--- src/rtl/pf_pkg.sv ---
package pf_pkg;

   typedef enum logic {
      TIE_CLEAR = 1'b0,
      TIE_SET   = 1'b1
   } tie_e;

   localparam int unsigned PF_MIN_STAGES = 2;
   localparam int unsigned PF_MAX_STAGES = 8;

endpackage

--- src/rtl/pf_sync.sv ---
module pf_sync #(
   parameter int unsigned STAGES  = 2,
   parameter logic        RST_VAL = 1'b0
) (
   input  logic clk,
   input  logic rst,
   input  logic d_i,
   output logic q_o
);
   import pf_pkg::*;

   localparam int unsigned LAST = STAGES - 1;

   if (STAGES < PF_MIN_STAGES || STAGES > PF_MAX_STAGES) begin : g_bad_stages
      $error("pf_sync: STAGES out of range");
   end

   logic [LAST:0] chain_q;

   for (genvar i = 0; i < STAGES; i++) begin : g_stage
      if (i == 0) begin : g_first
         always_ff @(posedge clk) begin
            if (rst) chain_q[0] <= RST_VAL;
            else     chain_q[0] <= d_i;
         end
      end else begin : g_next
         always_ff @(posedge clk) begin
            if (rst) chain_q[i] <= RST_VAL;
            else     chain_q[i] <= chain_q[i-1];
         end
      end
   end

   assign q_o = chain_q[LAST];

endmodule

--- src/rtl/pf_fall_det.sv ---
module pf_fall_det #(
   parameter logic RST_VAL = 1'b0
) (
   input  logic clk,
   input  logic rst,
   input  logic cur_i,
   output logic fall_o
);
   logic prev_q;

   always_ff @(posedge clk) begin
      if (rst) prev_q <= RST_VAL;
      else     prev_q <= cur_i;
   end

   assign fall_o = prev_q & ~cur_i;

endmodule

--- src/rtl/pf_toggle_core.sv ---
module pf_toggle_core
   import pf_pkg::*;
#(
   parameter tie_e TIE = TIE_CLEAR
) (
   input  logic clk,
   input  logic rst,
   input  logic fall_set_i,
   input  logic fall_clr_i,
   output logic tgl_set_o,
   output logic tgl_clr_o,
   output logic level_o
);
   logic tgl_set_q;
   logic tgl_clr_q;
   logic lvl;
   logic set_en;
   logic clr_en;

   assign lvl = tgl_set_q ^ tgl_clr_q;

   if (TIE == TIE_CLEAR) begin : g_clear_wins
      assign set_en = fall_set_i & ~lvl & ~fall_clr_i;
      assign clr_en = fall_clr_i & lvl;
   end else begin : g_set_wins
      assign set_en = fall_set_i & ~lvl;
      assign clr_en = fall_clr_i & lvl & ~fall_set_i;
   end

   always_ff @(posedge clk) begin
      if (rst) begin
         tgl_set_q <= 1'b0;
         tgl_clr_q <= 1'b0;
      end else begin
         if (set_en) tgl_set_q <= ~tgl_set_q;
         if (clr_en) tgl_clr_q <= ~tgl_clr_q;
      end
   end

   assign tgl_set_o = tgl_set_q;
   assign tgl_clr_o = tgl_clr_q;
   assign level_o   = lvl;

endmodule

--- src/rtl/fall_setclr_former.sv ---
module fall_setclr_former
   import pf_pkg::*;
#(
   parameter int unsigned SYNC_STAGES = 2,
   parameter logic        ARM_IDLE    = 1'b1,
   parameter logic        DISARM_IDLE = 1'b0,
   parameter tie_e        TIE         = TIE_CLEAR
) (
   input  logic clk,
   input  logic rst,
   input  logic arm_i,
   input  logic disarm_i,
   output logic level_o
);
   logic arm_s;
   logic disarm_s;
   logic fall_arm;
   logic fall_disarm;
   logic tgl_arm;
   logic tgl_disarm;

   pf_sync #(.STAGES(SYNC_STAGES), .RST_VAL(ARM_IDLE)) u_sync_arm (
      .clk(clk), .rst(rst), .d_i(arm_i), .q_o(arm_s)
   );

   pf_sync #(.STAGES(SYNC_STAGES), .RST_VAL(DISARM_IDLE)) u_sync_disarm (
      .clk(clk), .rst(rst), .d_i(disarm_i), .q_o(disarm_s)
   );

   pf_fall_det #(.RST_VAL(ARM_IDLE)) u_det_arm (
      .clk(clk), .rst(rst), .cur_i(arm_s), .fall_o(fall_arm)
   );

   pf_fall_det #(.RST_VAL(DISARM_IDLE)) u_det_disarm (
      .clk(clk), .rst(rst), .cur_i(disarm_s), .fall_o(fall_disarm)
   );

   pf_toggle_core #(.TIE(TIE)) u_core (
      .clk(clk),
      .rst(rst),
      .fall_set_i(fall_arm),
      .fall_clr_i(fall_disarm),
      .tgl_set_o(tgl_arm),
      .tgl_clr_o(tgl_disarm),
      .level_o(level_o)
   );

endmodule

--- config.mk ---
export PLATFORM = sky130hd
export DESIGN_NAME = fall_setclr_former
export DESIGN_NICKNAME = d
export VERILOG_FILES = /design/src/rtl/pf_pkg.sv /design/src/rtl/pf_sync.sv /design/src/rtl/pf_fall_det.sv /design/src/rtl/pf_toggle_core.sv /design/src/rtl/fall_setclr_former.sv
export SDC_FILE = /design/constraint.sdc
export NUM_CORES = 1
export LEC_CHECK = 0
export BUFFER_PORTS_ARGS = -buffer_cell sky130_fd_sc_hd__buf_4
export CAP_MARGIN = 20
export CORE_AREA = 2 2 39 41
export DETAILED_ROUTE_END_ITERATION = 10
export DIE_AREA = 0 0 41 43
export GPL_TIMING_DRIVEN = 0
export PLACE_DENSITY_LB_ADDON = 0.12
export SETUP_SLACK_MARGIN = 0.2
export SYNTH_ARGS = -nofsm -noshare
export SYNTH_HDL_FRONTEND = slang
export SYNTH_SLANG_ARGS = --single-unit
--- constraint.sdc ---
create_clock -name clk -period 1 [get_ports clk]
set_input_delay 0.1 -clock clk [delete_from_list [all_inputs] [get_ports clk]]
set_output_delay 0.1 -clock clk [all_outputs]
set_load 0.005 [all_outputs]
==> metrics.txt <==
total CTS buffers=3; CP arrival=between 0.8 and 0.9 ns; switch share=19.7%; vias post-DR=178; row cnt=14; TritonRoute pass-1 iters=1; leak pwr=0.172 nW; yosys warns=0; share of layout cells above drive strength 1=approximately two thirds; Final Max Slew Viols=0; GRT Util Overall=~6.8%; hold path start=arm_i; Psw=123 uW; clk slew on worst S/H paths=0.05 ns; Initial Util=18.5%; leading area contributor after synthesis=dfxtp_1; # diodes=0; max-cap violations=0; area grow syn2layout=50.2%; dpl ws=0.188 ns; post-synthesis sequential area ratio=62.4%; DRC violations left=0; Flop pwr share=54.1%; GP Congestion=0.568; design area=385 um2; worst vdd ir=0.466 mV; first-pass GRT wire length=~670 um; syn nets=25; Worst setup EP type=output pin; pwr dens=about 1600 nW/um2; Clock Sinks=8; Post-synth EDFFs=0; clock power share=38.3%; CTS H-tree depth=1; clock buffer depth=2; Tcrit/Tclk final=94.3%; via/cell ratio=about 3.7; Top Ports=5; worst clock skew=0.000965 ns; asr flop ratio synth=0%; DR WL/cell=7.50 um; outcome=finished, final reports clean; Final Setup Violations=0; Nets=38; largest net degree at the start of global routing=9; # port buffers=4; Crit Path Class=register to output pin; WHS Endpoint=u_sync_arm.chain_q[0]$_SDFF_PP1_; drt initial violations=0; final global-route overflow total=0; worst reg2reg startpoint=u_core.tgl_clr_o$_SDFFE_PP0P_; Worst Hold Depth=2; reg2reg end=u_core.tgl_clr_o$_SDFFE_PP0P_; synth top area cells=dfxtp_1 (62%), nor2b_1 (7.3%), or2_2 (7.3%); die width=41 um; Synth top area share=62.4%; unrepaired setup endpoints after global routing=true; startpoint types=register; actual slew at the worst max-slew pin=0.174 ns; Post-synth top cells=dfxtp_1 (8), nor2b_1 (3), or2_2 (3); initial antenna violation count=0; Max transition margin=88.4%; Antenna Nets Post-Route=0; Distinct cells, synth=10; CTS Root Cell=clkbuf_4; internal power=501 uW; Clk Latency, worst-skew pair=0.25 ns; CP Data Required Time=0.90 ns; Gate power share=7.6%; die footprint=about 1800 um2; worst setup margin=0.0573 ns; Hold Vio Cnt, Final=0; reg2reg path depth=4; Die H=~43 um; register bit total from synthesis=8; vias in the first global route=180; Area after DPL=307 um2; Post-CTS Hold Buffers=0; WL final=360 um; FF-to-FF setup slack=0.17 ns; Worst Hold Class=primary input to register; cell with the most instances after synthesis=dfxtp_1; Finished Core Util=27.8%; syn avg cell area=12.2 um2; cell area after synthesis=~260 um2; FMAX=1060 MHz; ys flop type=dfxtp_1; Post-Synthesis Cells=21; placeable core area=1380 um2; worst-path maximum fanout=2; CTS tree=done; fin crit period=about 0.94 ns
cells in the final DEF (no fill, tap or decap), types with 2 or more instances in the layout:
cell	Yosys	routed
nor2b_1	3	3
or2_2	3	3
dfxtp_1	8	5
clkbuf_4	0	3
buf_6	0	2
dfxtp_2	0	3
buf_4	0	6
power by group through the flow:
stage	combinational (mW)	sequential [mW]	clock (mW)
2_1_floorplan	0.0169	0.342	0
3_3_place_gp	0.0335	0.343	0
3_5_place_dp	0.0341	0.343	0
4_1_cts	0.0390	0.337	0.257
5_1_grt	0.0530	0.338	0.280
6_report	0.0474	0.337	0.239
cells by family (layout without fill, tap and decap cells):
group,after synthesis,count (layout),share of synthesized area [%]
AND/OR/NAND/NOR,9,9,24.9
multiplexers,1,1,3.90
AO/OA/AOI/OAI,2,2,5.36
XOR/XNOR,1,1,3.42
buffers and inverters,0,11,0
flip-flops,8,8,62.4
worst max-delay path: stages (launching register included):
cell     delay [ns]
dfxtp_2        0.32
xor2_1         0.15
buf_4          0.13
per-stage QoR:
stage | std cells | setup TNS (ns) | power, mW | hold slack, ns
after floorplan | 21 | 0 | 0.359 | 0.172
after global placement | 41 | 0 | 0.376 | 0.290
after detailed placement | 41 | 0 | 0.377 | 0.290
after CTS | 46 | 0 | 0.633 | 0.0217
after global routing | 48 | -0.000713 | 0.671 | 0.0193
final | 48 | 0 | 0.624 | 0.0339
timing repair:
action                                  CTS  global route
endpoints found under the setup margin    2             3
pin swaps                                 2             2
setup buffers                             2             2
hold endpoints to repair                  0             0
gates resized for setup                   4             4
area by class of cell:
cell class,count,area (um2)
Tap cell,16,20.0
Timing Repair Buffer,8,67.6
Sequential cell,8,164
Clock buffer,3,22.5
Multi-Input combinational cell,13,111
Fill cell,145,998
routing by layer:
| layer | up-vias | GRT usage, % | wire length, um |
|---|---|---|---|
| met5 | - | 0 | 0 |
| met4 | 0 | 10.0 | 0 |
| li1 | 91 | - | - |
| met1 | 82 | 5.86 | 143 |
| met2 | 5 | 7.81 | 187 |
| met3 | 0 | 4.71 | 29 |
sequential cells by signal (all words and copies together), names as in the netlist:
name and count:
u_core.tgl_clr_o 1, u_core.tgl_set_o 1, u_det_arm.prev_q 1, u_det_disarm.prev_q 1, u_sync_arm.chain_q 1, u_sync_arm.q_o 1, u_sync_disarm.chain_q 1, u_sync_disarm.q_o 1
worst max path at each step:
stage,start,cells past startpoint,endpoint
floorplan,u_sync_disarm.q_o$_SDFF_PP0_,3,u_core.tgl_set_o$_SDFFE_PP0P_
global route,u_core.tgl_set_o$_SDFFE_PP0P_,2,level_o
global placement,u_det_arm.prev_q$_SDFF_PP1_,3,u_core.tgl_set_o$_SDFFE_PP0P_
finish,u_core.tgl_set_o$_SDFFE_PP0P_,2,level_o
CTS,u_core.tgl_clr_o$_SDFFE_PP0P_,2,level_o
detailed placement,u_det_arm.prev_q$_SDFF_PP1_,3,u_core.tgl_set_o$_SDFFE_PP0P_
(Power assumes the default switching activity.)
